[src/rtl/ixu_pkg.sv]
// Shared types for the integer execute unit.
// Assumes a 32-bit instruction word with fixed field positions.
package ixu_pkg;

    typedef enum logic [3:0] {
        K_ADD, K_SUB, K_AND, K_OR, K_XOR, K_NOR, K_SLL, K_SRL, K_SRA, K_LUI
    } kind_t;

    typedef enum logic [1:0] {
        EXC_NONE = 2'd0,
        EXC_OVF  = 2'd1,
        EXC_RSVD = 2'd2
    } exc_t;

    typedef struct packed {
        kind_t kind;      // which datapath function drives the result
        logic  trap_ovf;  // signed overflow must fault
        logic  use_imm;   // second operand is the immediate
        logic  imm_sext;  // sign-extend (else zero-extend) the immediate
        logic  var_shamt; // shift amount from rs instead of the field
        logic  dst_rt;    // destination is rt (immediate form)
        logic  legal;     // encoding recognised
    } ctl_t;

endpackage

[src/rtl/ixu_decode.sv]
// Instruction decoder: maps opcode and function fields to datapath controls.
// Purely combinational; any unlisted encoding comes out with legal = 0.
module ixu_decode
    import ixu_pkg::*;
(
    input  logic [5:0] opcode,
    input  logic [5:0] funct,
    output ctl_t       ctl
);

    // Decode table for register and immediate forms.
    always_comb begin
        ctl.kind      = K_ADD;
        ctl.trap_ovf  = 1'b0;
        ctl.use_imm   = 1'b0;
        ctl.imm_sext  = 1'b0;
        ctl.var_shamt = 1'b0;
        ctl.dst_rt    = 1'b0;
        ctl.legal     = 1'b1;
        case (opcode)
            6'h00: begin
                case (funct)
                    6'h00: ctl.kind = K_SLL;
                    6'h02: ctl.kind = K_SRL;
                    6'h03: ctl.kind = K_SRA;
                    6'h04: begin ctl.kind = K_SLL; ctl.var_shamt = 1'b1; end
                    6'h06: begin ctl.kind = K_SRL; ctl.var_shamt = 1'b1; end
                    6'h07: begin ctl.kind = K_SRA; ctl.var_shamt = 1'b1; end
                    6'h20: ctl.trap_ovf = 1'b1;
                    6'h21: ctl.kind = K_ADD;
                    6'h22: begin ctl.kind = K_SUB; ctl.trap_ovf = 1'b1; end
                    6'h23: ctl.kind = K_SUB;
                    6'h24: ctl.kind = K_AND;
                    6'h25: ctl.kind = K_OR;
                    6'h26: ctl.kind = K_XOR;
                    6'h27: ctl.kind = K_NOR;
                    default: ctl.legal = 1'b0;
                endcase
            end
            6'h08: begin ctl.use_imm = 1'b1; ctl.imm_sext = 1'b1; ctl.dst_rt = 1'b1; ctl.trap_ovf = 1'b1; end
            6'h09: begin ctl.use_imm = 1'b1; ctl.imm_sext = 1'b1; ctl.dst_rt = 1'b1; end
            6'h0C: begin ctl.kind = K_AND; ctl.use_imm = 1'b1; ctl.dst_rt = 1'b1; end
            6'h0D: begin ctl.kind = K_OR;  ctl.use_imm = 1'b1; ctl.dst_rt = 1'b1; end
            6'h0E: begin ctl.kind = K_XOR; ctl.use_imm = 1'b1; ctl.dst_rt = 1'b1; end
            6'h0F: begin ctl.kind = K_LUI; ctl.use_imm = 1'b1; ctl.dst_rt = 1'b1; end
            default: ctl.legal = 1'b0;
        endcase
    end

endmodule

[src/rtl/ixu_regfile.sv]
// General register bank: two combinational operand reads, one debug read,
// one synchronous write. Entry 0 is never written, so it reads as zero.
module ixu_regfile #(
    parameter int XLEN = 32,
    parameter int NREG = 32,
    localparam int AW  = $clog2(NREG)
) (
    input  logic            clk,
    input  logic            rst_n,
    input  logic            we,
    input  logic [AW-1:0]   waddr,
    input  logic [XLEN-1:0] wdata,
    input  logic [AW-1:0]   ra1,
    output logic [XLEN-1:0] rd1,
    input  logic [AW-1:0]   ra2,
    output logic [XLEN-1:0] rd2,
    input  logic [AW-1:0]   ra3,
    output logic [XLEN-1:0] rd3
);

    logic [XLEN-1:0] mem [NREG];

    // Reset clears the bank; otherwise write any entry but 0.
    always_ff @(posedge clk) begin
        if (!rst_n) begin
            for (int i = 0; i < NREG; i++) mem[i] <= '0;
        end else if (we && waddr != '0) begin
            mem[waddr] <= wdata;
        end
    end

    assign rd1 = mem[ra1];
    assign rd2 = mem[ra2];
    assign rd3 = mem[ra3];


    zero_reg_chk: assert property (@(posedge clk) disable iff (!rst_n)
        (ra3 == '0) |-> (rd3 == '0));

endmodule

[src/rtl/ixu_exec.sv]
// Execute datapath: shared adder/subtractor with overflow detect, bitwise
// unit and barrel shifter. Combinational; expects operands already selected.
module ixu_exec
    import ixu_pkg::*;
#(
    parameter int XLEN = 32,
    localparam int SHW = $clog2(XLEN)
) (
    input  ctl_t            ctl,
    input  logic [XLEN-1:0] op_a,
    input  logic [XLEN-1:0] op_b,
    input  logic [SHW-1:0]  shamt_field,
    output logic [XLEN-1:0] result,
    output logic            ovf
);

    logic            is_sub;
    logic [XLEN-1:0] b_eff;
    logic [XLEN-1:0] sum;
    logic [SHW-1:0]  amt;

    // One adder serves add and subtract; B inverted plus carry-in for subtract.
    always_comb begin
        is_sub = (ctl.kind == K_SUB);
        b_eff  = is_sub ? ~op_b : op_b;
        sum    = op_a + b_eff + {{(XLEN-1){1'b0}}, is_sub};
        ovf    = (op_a[XLEN-1] == b_eff[XLEN-1]) && (sum[XLEN-1] != op_a[XLEN-1]);
    end

    // Shift amount comes from rs for variable forms, else from the field.
    assign amt = ctl.var_shamt ? op_a[SHW-1:0] : shamt_field;

    // Final result selection.
    always_comb begin
        case (ctl.kind)
            K_ADD, K_SUB: result = sum;
            K_AND:        result = op_a & op_b;
            K_OR:         result = op_a | op_b;
            K_XOR:        result = op_a ^ op_b;
            K_NOR:        result = ~(op_a | op_b);
            K_SLL:        result = op_b << amt;
            K_SRL:        result = op_b >> amt;
            K_SRA:        result = XLEN'($signed(op_b) >>> amt);
            K_LUI:        result = op_b << (XLEN / 2);
            default:      result = '0;
        endcase
    end

endmodule

[src/rtl/int_exec_unit.sv]
// Integer ALU execute unit top: decodes one instruction per cycle, executes
// it against the register bank and writes back unless it faults. Assumes
// insn/insn_valid are known at every edge after reset.
module int_exec_unit
    import ixu_pkg::*;
#(
    parameter int XLEN = 32,
    parameter int NREG = 32,
    localparam int AW  = $clog2(NREG),
    localparam int SHW = $clog2(XLEN),
    localparam int IMW = 16
) (
    input  logic            clk,
    input  logic            rst_n,
    input  logic            insn_valid,
    input  logic [31:0]     insn,
    output logic            exc_valid,
    output logic [1:0]      exc_code,
    input  logic [AW-1:0]   dbg_addr,
    output logic [XLEN-1:0] dbg_data
);

    ctl_t            ctl;
    logic [AW-1:0]   rs, rt, rd, dst;
    logic [XLEN-1:0] rs_val, rt_val, imm_ext, op_b, result;
    logic            ovf, wr_en;
    exc_t            exc_now;

    assign rs = insn[25:21];
    assign rt = insn[20:16];
    assign rd = insn[15:11];

    ixu_decode u_dec (
        .opcode (insn[31:26]),
        .funct  (insn[5:0]),
        .ctl    (ctl)
    );

    ixu_regfile #(.XLEN(XLEN), .NREG(NREG)) u_rf (
        .clk   (clk),
        .rst_n (rst_n),
        .we    (wr_en),
        .waddr (dst),
        .wdata (result),
        .ra1   (rs),
        .rd1   (rs_val),
        .ra2   (rt),
        .rd2   (rt_val),
        .ra3   (dbg_addr),
        .rd3   (dbg_data)
    );

    // Immediate extension and second-operand select.
    always_comb begin
        imm_ext = ctl.imm_sext ? {{(XLEN-IMW){insn[IMW-1]}}, insn[IMW-1:0]}
                               : {{(XLEN-IMW){1'b0}}, insn[IMW-1:0]};
        op_b    = ctl.use_imm ? imm_ext : rt_val;
        dst     = ctl.dst_rt ? rt : rd;
    end

    ixu_exec #(.XLEN(XLEN)) u_exec (
        .ctl         (ctl),
        .op_a        (rs_val),
        .op_b        (op_b),
        .shamt_field (insn[6+SHW-1:6]),
        .result      (result),
        .ovf         (ovf)
    );

    // Fault classification and write enable.
    always_comb begin
        if (!ctl.legal)                exc_now = EXC_RSVD;
        else if (ctl.trap_ovf && ovf)  exc_now = EXC_OVF;
        else                           exc_now = EXC_NONE;
        wr_en = insn_valid && (exc_now == EXC_NONE);
    end

    // Register the exception pulse for the cycle after the edge.
    always_ff @(posedge clk) begin
        if (!rst_n) begin
            exc_valid <= 1'b0;
            exc_code  <= EXC_NONE;
        end else begin
            exc_valid <= insn_valid && (exc_now != EXC_NONE);
            exc_code  <= insn_valid ? exc_now : EXC_NONE;
        end
    end


    ovf_nowrite_chk: assert property (@(posedge clk) disable iff (!rst_n)
        (ctl.trap_ovf && ovf) |-> !wr_en);


    rsvd_nowrite_chk: assert property (@(posedge clk) disable iff (!rst_n)
        !ctl.legal |-> !wr_en);


    idle_quiet_chk: assert property (@(posedge clk) disable iff (!rst_n)
        !insn_valid |=> !exc_valid);


    exc_code_chk: assert property (@(posedge clk) disable iff (!rst_n)
        exc_valid |-> (exc_code != 2'd0));


    sra_sign_chk: assert property (@(posedge clk) disable iff (!rst_n)
        (insn_valid && ctl.legal && ctl.kind == K_SRA) |-> (result[XLEN-1] == rt_val[XLEN-1]));

endmodule

[config.mk]
export PLATFORM = sky130hd
export DESIGN_NAME = int_exec_unit
export DESIGN_NICKNAME = d
export VERILOG_FILES = /design/src/rtl/ixu_pkg.sv /design/src/rtl/ixu_decode.sv /design/src/rtl/ixu_regfile.sv /design/src/rtl/ixu_exec.sv /design/src/rtl/int_exec_unit.sv
export SDC_FILE = /design/constraint.sdc
export NUM_CORES = 2
export LEC_CHECK = 0
export ABC_AREA = 0
export CORE_MARGIN = 8
export CORE_UTILIZATION = 52
export CTS_CLUSTER_DIAMETER = 80
export DETAILED_ROUTE_END_ITERATION = 12
export GPL_ROUTABILITY_DRIVEN = 1
export PLACE_DENSITY = 0.69
export SYNTH_ARGS = -nofsm -noshare
export SYNTH_HDL_FRONTEND = slang
export SYNTH_SLANG_ARGS = --single-unit
[constraint.sdc]
create_clock -name clk -period 9.71 [get_ports clk]
set_input_delay 1.942 -clock clk [delete_from_list [all_inputs] [get_ports clk]]
set_output_delay 1.942 -clock clk [all_outputs]
set_load 0.02 [all_outputs]
# ---- After elaboration in Yosys (flattened, before gate mapping)
# Memories as Yosys holds them, arrays and structs flattened.
# Cells that the tools add are included.
dict set report word_totals {
  ff_bits 3
  latch_bits 0
  mem_bits_rw 1024
  rom_bits 0
  in_bits 40
  out_inout_bits 35
  memories 1
}
# name depth word_bits read_ports rd_clocked_by_memory_dff wr line
set mem_list {}
lappend mem_list {u_rf.mem 32 32 3 0 32 ixu_regfile.sv:21} ;# logic [XLEN-1:0] mem [NREG];
dict set report op_classes {
  addsub 2
  multipliers 0
  div_mod_pow 0
  n_lt_le_gt_ge 0
  eq_ne 30
  shift 3
  n_mux 25
  n_bitwise 5
  reduce_logical 23
}
# op count
set ops {}
lappend ops {{32-bit one-hot mux with 9 select lines} 1}
lappend ops {{32-bit 2-to-1 mux} 4}
lappend ops {{32-bit NOT} 2}
lappend ops {{6-bit equality test, second input constant} 8}
lappend ops {{6-bit by 4-bit equality test with 1-bit output, second input constant} 6}
lappend ops {{32-bit by 1-bit adder with 32-bit output} 1}
lappend ops {{32-bit adder} 1}
lappend ops {{32-bit AND} 1}
lappend ops {{32-bit bitwise OR} 1}
lappend ops {{4-bit one-hot mux with 8 select lines} 1}
lappend ops {{32-bit OR reduction} 1}
lappend ops {{32-bit by 5-bit << shifter with 32-bit output} 1}
lappend ops {{32-bit by 5-bit >> shifter with 32-bit output} 1}
lappend ops {{32-bit by 5-bit >>> shifter with 32-bit output} 1}
lappend ops {{32-bit XOR} 1}
lappend ops {{4-bit one-hot mux with 5 select lines} 1}
lappend ops {{6-bit by 3-bit equality test with 1-bit output, second input constant} 3}
lappend ops {{4-bit by 3-bit equality test with 1-bit output, second input constant} 4}
lappend ops {{5-bit 2-to-1 mux} 3}
lappend ops {{14-bit OR reduction} 1}
lappend ops {{2-bit OR reduction} 7}
lappend ops {{6-bit by 2-bit equality test with 1-bit output, second input constant} 2}
lappend ops {{6-bit zero test} 2}
lappend ops {{1-bit 2-to-1 mux} 12}
lappend ops {{other kinds (15)} 22}

# ---- Longest topological paths before layout
dict set report logic_depth {
  word_depth 22
  ltp_mapped 27
  depth_no_buf 19
}

# ---- Modules after synthesis
# A second synthesis with hierarchy kept.
dict set report hier_totals {
  cells_unflattened 6969
  hier_area_um2 73425.4
}
# mod instances cells_per_inst area_each_um2
set by_module_without_submodules {}
lappend by_module_without_submodules {ixu_regfile 1 5767 64503.1}
lappend by_module_without_submodules {ixu_exec 1 1099 8114.0}
lappend by_module_without_submodules {int_exec_unit 1 69 576.8}
lappend by_module_without_submodules {ixu_decode 1 34 231.5}

# ---- Least setup slack after synthesis
# No wires, ideal clock.
dict set report synth_path {
  path_type {input to register}
  startpoint {input insn[21]}
  endpoint {memory u_rf.mem[8][0] (enable)}
  setup_ns 0.389
  arrival_ns 8.644
  required_ns 9.321
  setup_slack_ns 0.676
  cell_stages 25
  path_buffers 9
  cell_sequence {buf_2 buf_4 buf_6 clkbuf_1 clkbuf_1 buf_1 mux4_2 mux4_2 nand2_1 nand2_1 ha_1 clkbuf_1 a21oi_1 o21ai_0 nand3_1 a21boi_0 o211ai_1 a21boi_0 o21a_1 a2111oi_1 mux2i_2 buf_2 nand3_1 clkbuf_1 nand2_1}
}
# item line
set synth_rtl {}
lappend synth_rtl {{from (decl)} int_exec_unit.sv:16} ;# input logic [31:0] insn,
lappend synth_rtl {{to (decl)} ixu_regfile.sv:21}

==> qor.txt <==
Synth Flop Type: edfxtp_1
Final hold slack: 1.93 ns
Die area: 147000 um2
Number of synthesized flops with an enable pin: 1024
Antenna violations before repair: 12
Clock root buffer master: clkbuf_16
Reg2reg path depth: 20
Post-DRT Antenna Nets: 0
Area fraction of the dominant cell type after synthesis: 0.438
Final hold vios: 0
Nets: 5698
Cell Pwr Density: 171 nW/um2
Resize count post-CTS: 0
Vias in the first global route: 55005
Mux cell area share after synthesis: 0.308
DIE HEIGHT: 383 um
Period utilization: 0.945
CTS Buf Count: 103
Yosys cell types: 93
Tightest Hold Check Type: flop to flop
Internal Power: 8.68 mW
Crit. End Element: flop
Starting Density: 0.521
Yosys top cell by area: edfxtp_1
Setup Buffers After CTS: 0
Crit-path max cell delay: 1.38 ns
Clock Skew: 0.0444 ns
First-pass GRT wire length: 413000 um
FFs w/ async S/R, synth: 0
Critical path launch point type: primary input
Leak pwr: 27.9 nW
Max clock buf depth: 3
Final HPWL DP: 199000 um
Post-synthesis sequential area ratio: 0.439
Reg clk slew, reported paths: 0.07 ns
RSZ-0062 raised after global routing: no
Final setup vio count: 0
Setup CP Type: primary input to flop
Layout cells sized above 1: 0.254
CTS tree: yes
IO Pins: 75
CP Max Fanout: 33
Arrival time of the worst setup path: 9.53 ns
Via/cell ratio: 7.65
Pin count of the biggest net entering global routing: 89
Synthesized cell area: 70200 um2
# rows: 135
Worst Tran Pin Value: 1.51 ns
Max transition margin: -0.0143
DRC viols: 0
Yosys warnings: 0
Overall routed net length: 298000 um
WHS Path Cells: 10
Logic pwr share: 0.300
Setup TNS: 0 ns
Min Tclk post-route: 9.18 ns
Num Clock Sinks: 1027
Die X: 383 um
Seq cells post-synth: 1027
Avg Inst Size Synth: 12.5 um2
Largest family of logic cells by synthesized area: multiplexers
Critical Path RT: 10.06 ns
DR pass1 iterations: 7
Post-Synth Simple-Gate Area: 0.0908
Core area: 135000 um2
Vias: 56840
Max cap viols: 1
Slew Viols, Final: 3
Hold-fix buffer count after cts: 0
Remaining Overflow, GRT: 0
Synth Instances: 5596
Post-Synth XOR/XNOR Area: 0.00636
Flop pwr share: 0.388
H-Tree Depth: 3
Area grow syn2layout: 10.9%
Drt first-iter violations: 10343
Adder-Cell Fraction of Synth Area: 0.0170
All-Layer GR Usage: 0.395
CP Cell Sequence: clkdlybuf4s50_1 -> nand2b_2 -> buf_12 -> nor3_1 -> a41oi_1 -> a31oi_1 -> clkinv_1 -> xnor2_1 -> ha_1 -> a21o_1 -> a31oi_1 -> nor2_1 -> nor3_1 -> nor4_1 -> a2111oi_1 -> buf_4 -> mux2i_4 -> buf_12 -> nand3_2 -> nand2_2 -> buf_4
VDD IR-drop max: 164 uV
Wire length per cell: 40.0 um
Psw: 4.60 mW
Synth area leaders: edfxtp_1, mux4_2, mux2i_1
Clock latency on the worst-skew pair: 0.73 ns
Compound-Gate Fraction of Synth Area: 0.0952
GP Congestion: 1.04
Critical path's slowest cell: clkdlybuf4s50_1
Fmax: 0.109 GHz
Status: finished, violations left
IO Port Bufs: 74
Clk pwr share: 0.312
Violated checks: max-capacitance violations, max-slew violations
Sw Share: 0.346
[critical path, delay by kind of cell]
family	cells	cell delay, ns
buffers and inverters	6	2.98
and+or+nand+nor	7	2.00
AOI/OAI and AO/OA	5	1.54
adders and majority gates	1	0.39
muxes	1	0.33
xor gates and xnor gates	1	0.23
[sequential cells by signal (all words and copies together), names as in the netlist]
signal     flops
exc_code       2
exc_valid      1
u_rf.mem    1024
[synthesized netlist by cell type (8+ instances only)]
master and instances:
edfxtp_1 1024, nand2_1 207, nand2b_1 15, a21boi_0 19
inv_1 63, buf_2 139, buf_6 30, buf_4 42
a22oi_1 195, a2111oi_0 14, a21o_1 30, a22o_1 35
a41oi_2 9, o211ai_1 14, o22ai_1 32, o31ai_1 17
nor4_1 8, o21ai_1 22, mux2i_1 504, o21ai_0 78
and2_1 16, nor2_1 1007, nand4_1 14, and3_1 10
o21a_1 14, nor3_1 67, nor2b_1 27, o21bai_1 12
ha_1 94, mux2_2 68, nand3_1 111, inv_2 10
a21oi_1 249, clkbuf_1 301, xor2_1 10, a41oi_1 9
mux4_2 699, o221ai_1 16, xnor2_1 41, a211oi_1 51
a221oi_1 20, buf_1 58, a31oi_1 56
[cells by family after synthesis]
| family | after synthesis |
|---|---|
| buf+inv | 657 |
| simple gates | 1521 |
| flops | 1027 |
| fa+ha+maj | 95 |
| other cells | 1 |
| xor+xnor | 51 |
| mux | 1273 |
| compound gates | 971 |
[power groups by stage]
stage                     registers [mW]  clock network (mW)  logic (mW)
after global routing                5.17                4.27        4.06
final                               5.15                4.14        3.98
after floorplan                     5.19                   0        2.30
after CTS                           5.14                4.13        3.82
after global placement              5.22                   0        3.79
after detailed placement            5.24                   0        3.80
[metal layers]
metal | GRT usage | vias to the layer above | part of all wire
li1 | - | 21968 | -
met1 | 0.471 | 28295 | 0.32
met2 | 0.588 | 5216 | 0.43
met3 | 0.139 | 1349 | 0.15
met4 | 0.297 | 12 | 0.096
met5 | 0 | - | 0.00085
[stage by stage]
step	total power, mW	setup WS (ns)	instances	cell area (um2)	util
3_5_place_dp	9.04	0.338	7239	74400	0.552
4_1_cts	13.1	1.04	7426	77800	0.577
2_1_floorplan	7.49	0.676	5627	70300	-
3_3_place_gp	9.01	0.337	7239	74400	0.552
6_report	13.3	0.534	7432	77800	0.577
5_1_grt	13.5	0.506	7426	77800	0.577
[worst paths after layout]
| kind | slack (ns) | end | from |
|---|---|---|---|
| setup / recovery | 0.53 | u_rf.mem[7][22]$_SDFFCE_PN0P_ | insn[19] |
| hold / removal | 1.93 | u_rf.mem[20][18]$_SDFFCE_PN0P_ | u_rf.mem[1][2]$_SDFFCE_PN0P_ |
| setup reg to reg | 3.20 | u_rf.mem[7][22]$_SDFFCE_PN0P_ | u_rf.mem[31][6]$_SDFFCE_PN0P_ |
| hold reg to reg | 1.93 | u_rf.mem[20][18]$_SDFFCE_PN0P_ | u_rf.mem[1][2]$_SDFFCE_PN0P_ |
[cell type report]
type                            count  area, um2
Inverter                           80        300
Fill cell                       10793      57000
Clock buffer                      129       2740
Sequential cell                  1027      30800
Clock inverter                     58        671
Tap cell                         1781       2230
Antenna cell                        6       15.0
Multi-Input combinational cell   3943      37200
Timing Repair Buffer              408       3890
[placed cells by master, fill, tap and decap left out, drive strengths merged, types with 111 or more instances in the layout]
cell / synthesis / routed
edfxtp: 1024 / 1024
nor2: 1009 / 1009
mux4: 699 / 699
mux2i: 506 / 506
buf: 275 / 347
a21oi: 252 / 252
nand2: 208 / 208
a22oi: 195 / 195
clkbuf: 302 / 129
nand3: 111 / 111
Power figures use the tool's default switching activity.
